`src/rtl/wamb_pkg.sv`:
```
// Package: default geometry shared by the miss buffer unit and its bench.
// Assumes LINE_BYTES is a multiple of WORD_BYTES and both are powers of two.
package wamb_pkg;
    localparam int NBUF_DEF       = 8;
    localparam int LINE_BYTES_DEF = 16;
    localparam int WORD_BYTES_DEF = 4;
    localparam int LADDR_W_DEF    = 26;
endpackage

```
`src/rtl/wamb_first.sv`:
```
// Module: lowest-index finder.
// Reports whether any bit of vec_i is set and the index of the lowest set bit.
// Assumes N >= 2.
module wamb_first #(
    parameter int N = 8,
    localparam int IW = $clog2(N)
) (
    input  logic [N-1:0]  vec_i,
    output logic          found_o,
    output logic [IW-1:0] idx_o
);
    // Scan from the top down so the lowest set bit wins.
    always_comb begin
        found_o = 1'b0;
        idx_o   = '0;
        for (int i = N - 1; i >= 0; i--) begin
            if (vec_i[i]) begin
                found_o = 1'b1;
                idx_o   = IW'(i);
            end
        end
    end
endmodule

```
`src/rtl/wamb_merge.sv`:
```
// Module: byte-wise overlay of buffered store bytes on a fetched line.
// Pure combinational; assumes mask bit b governs byte b.
module wamb_merge #(
    parameter int LINE_BYTES = 16,
    localparam int LINE_BITS = LINE_BYTES * 8
) (
    input  logic [LINE_BITS-1:0]  fill_i,
    input  logic [LINE_BYTES-1:0] mask_i,
    input  logic [LINE_BITS-1:0]  store_i,
    output logic [LINE_BITS-1:0]  line_o
);
    for (genvar b = 0; b < LINE_BYTES; b++) begin : g_byte
        // Store byte if enabled, fetched byte otherwise.
        assign line_o[b*8 +: 8] = mask_i[b] ? store_i[b*8 +: 8] : fill_i[b*8 +: 8];
    end
endmodule

```
`src/rtl/wamb_slot.sv`:
```
// Module: one miss buffer entry.
// Holds flags, line address, requested word, byte mask and store image.
// Assumes alloc_i and retire_i are never both set, and that merge_i only
// arrives while the entry is valid.
module wamb_slot #(
    parameter int LINE_BYTES = 16,
    parameter int WORD_BYTES = 4,
    parameter int LADDR_W    = 26,
    localparam int WORDS     = LINE_BYTES / WORD_BYTES,
    localparam int WOFF_W    = $clog2(WORDS),
    localparam int LINE_BITS = LINE_BYTES * 8,
    localparam int WORD_BITS = WORD_BYTES * 8
) (
    input  logic                  clk,
    input  logic                  rst_n,
    input  logic                  alloc_i,
    input  logic                  merge_i,
    input  logic                  retire_i,
    input  logic                  sent_i,
    input  logic                  is_store_i,
    input  logic [LADDR_W-1:0]    line_i,
    input  logic [WOFF_W-1:0]     word_i,
    input  logic [WORD_BITS-1:0]  wdata_i,
    input  logic [WORD_BYTES-1:0] wbe_i,
    output logic                  valid_o,
    output logic                  sent_o,
    output logic                  load_o,
    output logic                  store_o,
    output logic [LADDR_W-1:0]    line_o,
    output logic [WOFF_W-1:0]     word_o,
    output logic [LINE_BYTES-1:0] mask_o,
    output logic [LINE_BITS-1:0]  data_o
);
    logic [LINE_BYTES-1:0] put_mask;
    logic [LINE_BITS-1:0]  put_data;

    // Spread the incoming store word to its byte lanes within the line.
    always_comb begin
        for (int b = 0; b < LINE_BYTES; b++) begin
            put_mask[b]       = (WOFF_W'(b / WORD_BYTES) == word_i) && wbe_i[b % WORD_BYTES];
            put_data[b*8 +: 8] = wdata_i[(b % WORD_BYTES)*8 +: 8];
        end
    end

    // Entry state: allocate, merge store bytes, mark fill sent, retire.
    always_ff @(posedge clk) begin
        if (!rst_n) begin
            valid_o <= 1'b0;
            sent_o  <= 1'b0;
            load_o  <= 1'b0;
            store_o <= 1'b0;
            line_o  <= '0;
            word_o  <= '0;
            mask_o  <= '0;
            data_o  <= '0;
        end else begin
            if (retire_i) begin
                valid_o <= 1'b0;
            end
            if (sent_i) begin
                sent_o <= 1'b1;
            end
            if (alloc_i) begin
                valid_o <= 1'b1;
                sent_o  <= 1'b0;
                load_o  <= !is_store_i;
                store_o <= is_store_i;
                line_o  <= line_i;
                word_o  <= word_i;
                mask_o  <= is_store_i ? put_mask : '0;
                for (int b = 0; b < LINE_BYTES; b++) begin
                    data_o[b*8 +: 8] <= (is_store_i && put_mask[b]) ? put_data[b*8 +: 8] : 8'h00;
                end
            end else if (merge_i) begin
                store_o <= 1'b1;
                mask_o  <= mask_o | put_mask;
                for (int b = 0; b < LINE_BYTES; b++) begin
                    if (put_mask[b]) begin
                        data_o[b*8 +: 8] <= put_data[b*8 +: 8];
                    end
                end
            end
        end
    end
endmodule

```
`src/rtl/miss_merge_unit.sv`:
```
// Module: write-allocate miss buffer unit with store merge (top).
// A pool of NBUF entries serves load and store misses. Each entry issues one
// line fill. The returning line is overlaid with buffered store bytes and
// written whole, one cycle after the response. Assumes lower memory answers
// only entries whose fill was accepted, once each, in any order.
module miss_merge_unit
    import wamb_pkg::*;
#(
    parameter int NBUF       = NBUF_DEF,
    parameter int LINE_BYTES = LINE_BYTES_DEF,
    parameter int WORD_BYTES = WORD_BYTES_DEF,
    parameter int LADDR_W    = LADDR_W_DEF
) (
    input  logic                                       clk,
    input  logic                                       rst_n,
    input  logic                                       req_valid,
    output logic                                       req_ready,
    input  logic                                       req_is_store,
    input  logic [LADDR_W-1:0]                         req_line,
    input  logic [$clog2(LINE_BYTES/WORD_BYTES)-1:0]   req_word,
    input  logic [WORD_BYTES*8-1:0]                    req_wdata,
    input  logic [WORD_BYTES-1:0]                      req_be,
    output logic                                       fill_req_valid,
    input  logic                                       fill_req_ready,
    output logic [LADDR_W-1:0]                         fill_req_line,
    output logic [$clog2(NBUF)-1:0]                    fill_req_id,
    input  logic                                       fill_rsp_valid,
    output logic                                       fill_rsp_ready,
    input  logic [$clog2(NBUF)-1:0]                    fill_rsp_id,
    input  logic [LINE_BYTES*8-1:0]                    fill_rsp_data,
    output logic                                       arr_we,
    output logic [LADDR_W-1:0]                         arr_line,
    output logic [LINE_BYTES*8-1:0]                    arr_data,
    output logic                                       st_done_valid,
    output logic [$clog2(NBUF)-1:0]                    st_done_id,
    output logic                                       ld_rsp_valid,
    output logic [$clog2(NBUF)-1:0]                    ld_rsp_id,
    output logic [WORD_BYTES*8-1:0]                    ld_rsp_data
);
    localparam int IDW       = $clog2(NBUF);
    localparam int WORDS     = LINE_BYTES / WORD_BYTES;
    localparam int WOFF_W    = $clog2(WORDS);
    localparam int LINE_BITS = LINE_BYTES * 8;
    localparam int WORD_BITS = WORD_BYTES * 8;

    logic [NBUF-1:0]       s_valid, s_sent, s_load, s_store;
    logic [NBUF-1:0]       hit_vec, alloc_vec, merge_vec, retire_vec, sent_vec;
    logic [LADDR_W-1:0]    s_line [NBUF];
    logic [WOFF_W-1:0]     s_word [NBUF];
    logic [LINE_BYTES-1:0] s_mask [NBUF];
    logic [LINE_BITS-1:0]  s_data [NBUF];

    logic                  hit_any, free_found, unsent_found, accept;
    logic [IDW-1:0]        hit_idx, free_idx, unsent_idx;

    logic                  rt_valid;
    logic [IDW-1:0]        rt_id;
    logic [LINE_BITS-1:0]  rt_fill;
    logic [LINE_BITS-1:0]  merged;

    for (genvar i = 0; i < NBUF; i++) begin : g_slot
        // Line match of the incoming request against this entry.
        assign hit_vec[i]    = s_valid[i] && (s_line[i] == req_line);
        assign alloc_vec[i]  = accept && !hit_any && (free_idx == IDW'(i));
        assign merge_vec[i]  = accept && req_is_store && hit_any && (hit_idx == IDW'(i));
        assign retire_vec[i] = rt_valid && (rt_id == IDW'(i));
        assign sent_vec[i]   = fill_req_valid && fill_req_ready && (unsent_idx == IDW'(i));

        wamb_slot #(
            .LINE_BYTES (LINE_BYTES),
            .WORD_BYTES (WORD_BYTES),
            .LADDR_W    (LADDR_W)
        ) u_slot (
            .clk        (clk),
            .rst_n      (rst_n),
            .alloc_i    (alloc_vec[i]),
            .merge_i    (merge_vec[i]),
            .retire_i   (retire_vec[i]),
            .sent_i     (sent_vec[i]),
            .is_store_i (req_is_store),
            .line_i     (req_line),
            .word_i     (req_word),
            .wdata_i    (req_wdata),
            .wbe_i      (req_be),
            .valid_o    (s_valid[i]),
            .sent_o     (s_sent[i]),
            .load_o     (s_load[i]),
            .store_o    (s_store[i]),
            .line_o     (s_line[i]),
            .word_o     (s_word[i]),
            .mask_o     (s_mask[i]),
            .data_o     (s_data[i])
        );
    end

    wamb_first #(.N(NBUF)) u_hit    (.vec_i(hit_vec),            .found_o(hit_any),      .idx_o(hit_idx));
    wamb_first #(.N(NBUF)) u_free   (.vec_i(~s_valid),           .found_o(free_found),   .idx_o(free_idx));
    wamb_first #(.N(NBUF)) u_unsent (.vec_i(s_valid & ~s_sent),  .found_o(unsent_found), .idx_o(unsent_idx));

    // Acceptance: merge stores into a pending line, else allocate if room.
    always_comb begin
        if (hit_any) begin
            req_ready = req_is_store && !(rt_valid && (rt_id == hit_idx));
        end else begin
            req_ready = free_found;
        end
    end
    assign accept = req_valid && req_ready;

    // Fill request: lowest unsent entry is offered to lower memory.
    assign fill_req_valid = unsent_found;
    assign fill_req_line  = s_line[unsent_idx];
    assign fill_req_id    = unsent_idx;
    assign fill_rsp_ready = 1'b1;

    // Retire stage: capture the returning line for next-cycle write.
    always_ff @(posedge clk) begin
        if (!rst_n) begin
            rt_valid <= 1'b0;
            rt_id    <= '0;
            rt_fill  <= '0;
        end else begin
            rt_valid <= fill_rsp_valid;
            rt_id    <= fill_rsp_id;
            rt_fill  <= fill_rsp_data;
        end
    end

    wamb_merge #(.LINE_BYTES(LINE_BYTES)) u_merge (
        .fill_i  (rt_fill),
        .mask_i  (s_mask[rt_id]),
        .store_i (s_data[rt_id]),
        .line_o  (merged)
    );

    // Array write and completions, all in the retire cycle.
    assign arr_we        = rt_valid;
    assign arr_line      = s_line[rt_id];
    assign arr_data      = merged;
    assign st_done_valid = rt_valid && s_store[rt_id];
    assign st_done_id    = rt_id;
    assign ld_rsp_valid  = rt_valid && s_load[rt_id];
    assign ld_rsp_id     = rt_id;
    assign ld_rsp_data   = rt_fill[s_word[rt_id]*WORD_BITS +: WORD_BITS];
endmodule

```
`config.mk`:
```
export PLATFORM = sky130hd
export DESIGN_NAME = miss_merge_unit
export DESIGN_NICKNAME = d
export VERILOG_FILES = /design/src/rtl/wamb_pkg.sv /design/src/rtl/wamb_first.sv /design/src/rtl/wamb_merge.sv /design/src/rtl/wamb_slot.sv /design/src/rtl/miss_merge_unit.sv
export SDC_FILE = /design/constraint.sdc
export NUM_CORES = 2
export LEC_CHECK = 0
export CAP_MARGIN = 20
export CORE_MARGIN = 2
export CORE_UTILIZATION = 50
export DETAILED_ROUTE_END_ITERATION = 7
export HOLD_SLACK_MARGIN = 0.06
export PLACE_DENSITY_LB_ADDON = 0.08
export SLEW_MARGIN = 10
export SYNTH_ARGS = -nofsm -noshare
export SYNTH_HDL_FRONTEND = slang
export SYNTH_SLANG_ARGS = --single-unit
```
`constraint.sdc`:
```
create_clock -name clk -period 6.2 [get_ports clk]
set_input_delay 1.24 -clock clk [delete_from_list [all_inputs] [get_ports clk]]
set_output_delay 1.24 -clock clk [all_outputs]
set_load 0.1 [all_outputs]
```
-- Word-level counts from Yosys, hierarchy flattened
Index checks and enable logic that the tools add are counted.
- register bits: 1540
- input port bits: 201
- output and inout port bits: 227
- logic and storage cells: 795
- $lt $le $gt $ge: 3
- equality and inequality tests: 40
- shift operators: 1
- muxes and demuxes: 181
- bitwise gates (word level): 14
- reductions and logical operators: 369
- operators by type and width (cell ; count):
    two-way mux 128 bit ; 18
    binary-select mux 128 bit (select 3 bit) ; 1
    two-way mux 8 bit ; 48
    two-way mux 16 bit ; 19
    nonzero test 2 bit ; 144
    AND reduction 2 bit ; 128
    equality test 26 bit ; 8
    binary-select mux 26 bit (select 3 bit) ; 2
    bitwise OR 16 bit ; 8
    variable part select 128 x 8 -> 32 bit ; 1
    two-way mux 26 bit ; 4
    logical AND 1 bit ; 81
    two-way mux 3 bit ; 24
    two-way mux 1 bit ; 59
    binary-select mux 16 bit (select 3 bit) ; 1
    equality test 3 bit, second input constant ; 16
    equality test 3 x 2 -> 1 bit, second input constant ; 8
    NOT 8 bit ; 2
    OR reduction 2 bit ; 8
    equality test 3 x 1 -> 1 bit, second input constant ; 4
    zero test 3 bit ; 4
    AND 8 bit ; 1
    >= comparator 4 bit, second input constant ; 2
    NOT 3 -> 4 bit ; 2
    10 further kinds ; 15

-- Longest topological paths before layout
- depth in word-level cells: 21
- gate-level depth with buffers: 16
- gate-level depth less buffers: 11

-- Modules after synthesis
Synthesis repeated with hierarchy kept, for this count alone.
- cells, all modules: 7452
- area, all modules: 83173.5 um2
- modules (own cells, without submodules) (module ; times used ; cells each ; area each (um2) ; sequential area each (um2)):
    wamb_slot ; 8 ; 723 ; 7771.2 ; 3523.4
    miss_merge_unit ; 1 ; 1485 ; 19142.1 ; 2642.5
    wamb_merge ; 1 ; 144 ; 1621.6 ; 0.0
    wamb_first ; 3 ; 13 ; 80.1 ; 0.0

-- Least setup slack after synthesis
No wires, ideal clock.
- path kind: register to output
- start: register rt_id[0], in the netlist ld_rsp_id[0]
- end: output port arr_data[82]
- data arrival time: 5407 ps
- required time: 4960 ps
- path slack: -447 ps
- stages on the path, launching flop included: 9
- buffers on the path: 5
- path through: dfxtp_1 > buf_1 > clkbuf_1 > clkbuf_1 > buf_1 > clkbuf_1 > mux4_2 > mux2i_1 > o21ai_0
- longest elaborated chain between the ends: 5
- elaborated cells on any way between the ends: 8
- classes of those cells: 7 x mux; 1 x bitwise
- RTL lines (item ; line ; text):
    from (decl) ; miss_merge_unit.sv:57 ; logic [IDW-1:0] rt_id;
    from (signal assigned) ; miss_merge_unit.sv:124 ; rt_id <= fill_rsp_id;
    NOT 3 -> 4 bit (not written as such) * ; miss_merge_unit.sv:131, miss_merge_unit.sv:132 ;
    binary-select mux 128 bit (select 3 bit) / binary-select mux 16 bit (select 3 bit) (equally long branches) ; miss_merge_unit.sv:132, miss_merge_unit.sv:131 ;
    two-way mux 128 bit (not written as such) / two-way mux 16 bit (equally long branches) (2 in series) ; miss_merge_unit.sv:132, miss_merge_unit.sv:131 ;
    two-way mux 8 bit * ; wamb_merge.sv:14 ; assign line_o[b*8 +: 8] = mask_i[b] ? store_i[b*8 +: 8] : fill_i[b*8 +: 8];
    to (decl) ; miss_merge_unit.sv:33 ; output logic [LINE_BYTES*8-1:0] arr_data,
Mark *: on every way between the ends. The rest lies on a longest branch, timed or not. The select of a mux whose other input is x is not followed.

-- Worst setup path after layout
- start: input port req_line[25]
- end: output port req_ready
- longest elaborated chain between the ends: 15
- elaborated cells on any way between the ends: 37
- classes of those cells: 9 x eq/ne; 17 x mux; 11 x reduce/logical
- RTL lines (item ; line ; text):
    from (decl) ; miss_merge_unit.sv:19 ; input logic [LADDR_W-1:0] req_line,
    equality test 26 bit ; miss_merge_unit.sv:63 ; assign hit_vec[i] = s_valid[i] && (s_line[i] == req_line);
    logical AND 1 bit ; miss_merge_unit.sv:63 ;
    two-way mux 3 bit (8 in series) ; wamb_first.sv:17 ; if (vec_i[i]) begin
    equality test 3 bit ; miss_merge_unit.sv:103 ; req_ready = req_is_store && !(rt_valid && (rt_id == hit_idx));
    logical AND 1 bit ; miss_merge_unit.sv:103 ;
    zero test 1 bit ; miss_merge_unit.sv:103 ;
    logical AND 1 bit ; miss_merge_unit.sv:103 ;
    two-way mux 1 bit * ; miss_merge_unit.sv:102 ; if (hit_any) begin
    to (decl) ; miss_merge_unit.sv:17 ; output logic req_ready,
Mark *: on every way between the ends. The rest lies on a longest branch, timed or not.

==> impl_metrics.py <==
metrics = {
    "outcome": {
        "status": "finished clean",
    },
    "power_and_ir_drop": {
        "powerDensity_nw_per_um2": 276,
        "p_switching_mw": 6.54,
        "leakagePower_nw": 30.2,
        "ir_drop_uv": 312,
        "p_clk_frac": 0.445,
        "power_switching_share": 0.280,
        "power.total_mw": 23.4,
        "p_seq_frac": 0.433,
        "combPwrFrac": 0.122,
        "internal_power_mw": 16.8,
    },
    "grt": {
        "grt_pass1_vias": 61112,
        "grt_max_degree": 141,
        "grt_first_pass_wirelength_um": 426000,
        "grt.overflow.total": 0,
        "antenna_found_initial": 8,
        "grtUsageTotal": 0.390,
    },
    "layout": {
        "layout-drive-gt1-share": 0.168,
        "areaGrowthSynthToFinish_pct": 18.0,
        "layout.nets": 8124,
        "instances_no_fill": 9950,
    },
    "worst_setup_path": {
        "critical-path-top-delay-family": "buffers and inverters",
        "worstSetupStartpointType": "input pin",
        "critPathBufInv": 4,
        "path_max_fanout": 3,
        "r2r_start": "g_slot[7].u_slot.line_o[23]",
        "rr_worst_depth": 14,
        "worstSetupPathType": "in2out",
        "cp-endpoint": "req_ready",
        "cp_num_cells": 14,
        "worstSetupEndpointType": "output port",
        "slowest_delay_ns": 0.62,
        "cpMostUsedCell": "buf_4",
        "crit-reg2reg-capture": "g_slot[4].u_slot.data_o[107]",
        "cp.arrival_ns": 4.91,
        "crit_slowest_cell": "or4_1",
        "crit_path_cell_trace": "clkdlybuf4s50_1 -> xnor2_1 -> nand4_1 -> or4_1 -> a211oi_1 -> buf_4 -> o311a_1 -> o21ai_0 -> xor2_1 -> nand3_1 -> a21oi_1 -> a21oi_2 -> buf_4 -> buf_12",
        "cp.required_ns": 4.96,
        "cp-startpoint": "req_line[25]",
        "regToRegSetupSlack_ns": 1.69,
    },
    "detailed_routing": {
        "viasPerCell": 6.44,
        "routed_wl_um": 294000,
        "first_iter_violations": 7311,
        "dr.pass1.iters": 6,
        "drc": 0,
        "vias": 64107,
        "final_antenna_net_count": 0,
        "wire_per_inst_um": 29.6,
    },
    "sta": {
        "slew_headroom": 0.111,
        "fin_skew_ns": 0.0487,
        "fmax_ghz": 0.163,
        "rsz0062_at_grt": "no",
        "fin_tns_setup_ns": 0,
        "period_needed_ns": 6.15,
        "hold_violations": 0,
        "period_share": 0.991,
        "drv_slew": 0,
        "holdWs_ns": 0.453,
        "worst_pin_slew_ns": 1.33,
        "setup_viol": 0,
    },
    "synthesis": {
        "ys.flop_type": "dfxtp_1",
        "synthCells": 7597,
        "netlist_area_um2": 71700,
        "async_reset_ff_frac": 0,
        "yosysWarnings": 0,
        "yosys.area_share.xor_xnor": 0.0267,
        "synth_cell_types": 78,
        "syn_area_per_cell_um2": 9.43,
        "synth_edf_count": 0,
        "synth_compound_area_frac": 0.170,
        "synth_seq_area_share": 0.430,
        "synth_seq_cells": 1540,
        "synth.mux.area_fraction": 0.176,
        "synthAdderAreaFrac": 0,
        "synthSimpleGateAreaFrac": 0.159,
        "synth_top_family_by_area": "multiplexers",
        "synth_nets": 7798,
    },
    "floorplan": {
        "die_x_um": 383,
        "io_pins": 428,
        "die_h_um": 383,
        "fp.dieArea_um2": 146000,
        "coreArea_um2": 142000,
        "row_count": 138,
        "start_util": 0.505,
    },
    "hold_path": {
        "worstHoldPathCells": 2,
        "min_path_type": "reg2reg",
    },
    "cts": {
        "cts_max_level": 4,
        "cts_tree": "yes",
        "cts.sinks": 1540,
        "clk_latency_ns": 0.80,
        "clockRootBuffer": "clkbuf_16",
        "clk_path_buf_depth": 3,
        "cts_hold_repair.buffers": 0,
        "path_clk_slew_ns": 0.06,
        "cts_made_buffers": 165,
    },
    "placed_design": {
        "hpwl_um": 200000,
        "port_buffers": 426,
        "dpl.cell_count": 9645,
        "gp_congestion": 1.04,
    },
    "flow_run": {
        "maxCapViolations": 0,
    },
}
-- worst min-delay path by stage --
stage / to / start / slack (ns)
3_3_place_gp: g_slot[1].u_slot.mask_o[11] / g_slot[1].u_slot.mask_o[11] / 0.44
6_report: g_slot[1].u_slot.mask_o[11] / g_slot[1].u_slot.mask_o[11] / 0.45
5_1_grt: g_slot[5].u_slot.data_o[58] / g_slot[5].u_slot.data_o[58] / 0.47
4_1_cts: g_slot[7].u_slot.mask_o[15] / g_slot[7].u_slot.mask_o[15] / 0.45
3_5_place_dp: g_slot[2].u_slot.data_o[65] / g_slot[2].u_slot.data_o[65] / 0.44
2_1_floorplan: g_slot[2].u_slot.data_o[0] / g_slot[2].u_slot.data_o[0] / 0.43
-- registers in the layout, indices dropped and copies added, names as in the netlist --
signal,cells
g_slot.u_slot.sent_o,8
arr_we,1
g_slot.u_slot.mask_o,128
g_slot.u_slot.word_o,16
g_slot.u_slot.data_o,1024
g_slot.u_slot.valid_o,8
ld_rsp_id,3
g_slot.u_slot.store_o,8
rt_fill,128
g_slot.u_slot.load_o,8
g_slot.u_slot.line_o,208
-- power by group through the flow --
stage	Clock [mW]	Combinational [mW]	Sequential [mW]
floorplan	0	1.79	10.3
global placement	0	2.78	10.3
detailed placement	0	2.79	10.3
CTS	10.4	2.80	10.1
global route	10.9	2.92	10.1
finish	10.4	2.85	10.1
-- cells in the mapped netlist (30+ instances only) --
cell type / n / area share
nand2_1: 1818 / 0.095
dfxtp_1: 1540 / 0.43
mux2i_1: 444 / 0.062
o2bb2ai_1: 440 / 0.054
clkbuf_1: 436 / 0.023
a21oi_1: 389 / 0.027
mux4_2: 348 / 0.11
o21ai_0: 303 / 0.021
nor2_1: 298 / 0.016
and2_1: 216 / 0.019
nand3_1: 148 / 0.010
xor2_1: 115 / 0.014
xnor2_1: 102 / 0.012
a32oi_1: 97 / 0.012
buf_2: 83 / 0.0058
a31oi_1: 80 / 0.0070
buf_1: 78 / 0.0041
nand4_1: 65 / 0.0057
a22o_1: 63 / 0.0077
nor4_1: 50 / 0.0044
a22oi_1: 46 / 0.0048
a211oi_1: 35 / 0.0037
a311oi_1: 31 / 0.0038
a21oi_2: 30 / 0.0037
o211ai_1: 30 / 0.0031
-- logic make-up after synthesis --
| family | count (synthesis) |
|---|---|
| compound gates | 1689 |
| xor+xnor | 218 |
| buf+inv | 647 |
| flops | 1540 |
| mux | 819 |
| other cells | 1 |
| simple gates | 2683 |
-- per-stage QoR --
stage | utilization | setup WS (ns) | instance area [µm²]
after CTS | 0.595 | 0.0123 | 84500
after global placement | 0.555 | -0.237 | 78800
after floorplan | - | 0.307 | 71700
after detailed placement | 0.555 | -0.0600 | 78800
final | 0.596 | 0.0543 | 84500
after global routing | 0.596 | 0.00438 | 84500
-- repair_timing --
action / 4_1_cts / 5_1_grt
gates resized for setup: 1 / 6
setup endpoints to repair: 1 / 1
buffers inserted: 0 / 0
-- worst min-delay path, delay by kind of cell (launching register included) --
kind | cells | cell delay [ns]
flops | 1 | 0.31
simple gates | 1 | 0.05
compound gates | 1 | 0.05
-- placed cells by master (no fill, tap or decap), types with 31 or more instances in the layout --
cell             instances
a21oi_2                 31
clkbuf_16              169
o21ai_0                175
clkdlybuf4s50_1        235
a32oi_1                 97
clkbuf_8                36
clkinv_2                31
nand2_1               1815
nand3_1                146
o2bb2ai_1              440
nand4_1                 65
o21ai_1                139
xor2_1                 115
nor4_1                  46
clkbuf_1                39
dfxtp_1               1537
buf_4                  505
mux4_2                 348
and2_1                 216
a31oi_1                 78
mux2i_1                440
nor2_1                 294
a22o_1                  63
a22oi_1                 46
a21oi_1                388
a211oi_1                35
xnor2_1                 98
buf_12                  53
-- layer usage --
| layer | global-route usage | vias up | wire, µm |
|---|---|---|---|
| li1 | - | 28007 | - |
| met1 | 0.541 | 31809 | 121000 |
| met2 | 0.606 | 3595 | 133000 |
| met4 | 0.150 | 8 | 12100 |
| met3 | 0.0695 | 688 | 28000 |
| met5 | 0 | - | 46 |
-- area by class of cell --
type                    count  area, µm²
diodes                      1       2.50
clock buffers             244       4870
clock inverters            59        817
fillers                 12314      57400
inverters                  10       46.3
multi-input cells        5410      38400
flip-flops and latches   1540      30800
well taps                1890       2360
repair buffers            796       7240
No activity file was read; power rests on OpenSTA's default activity.
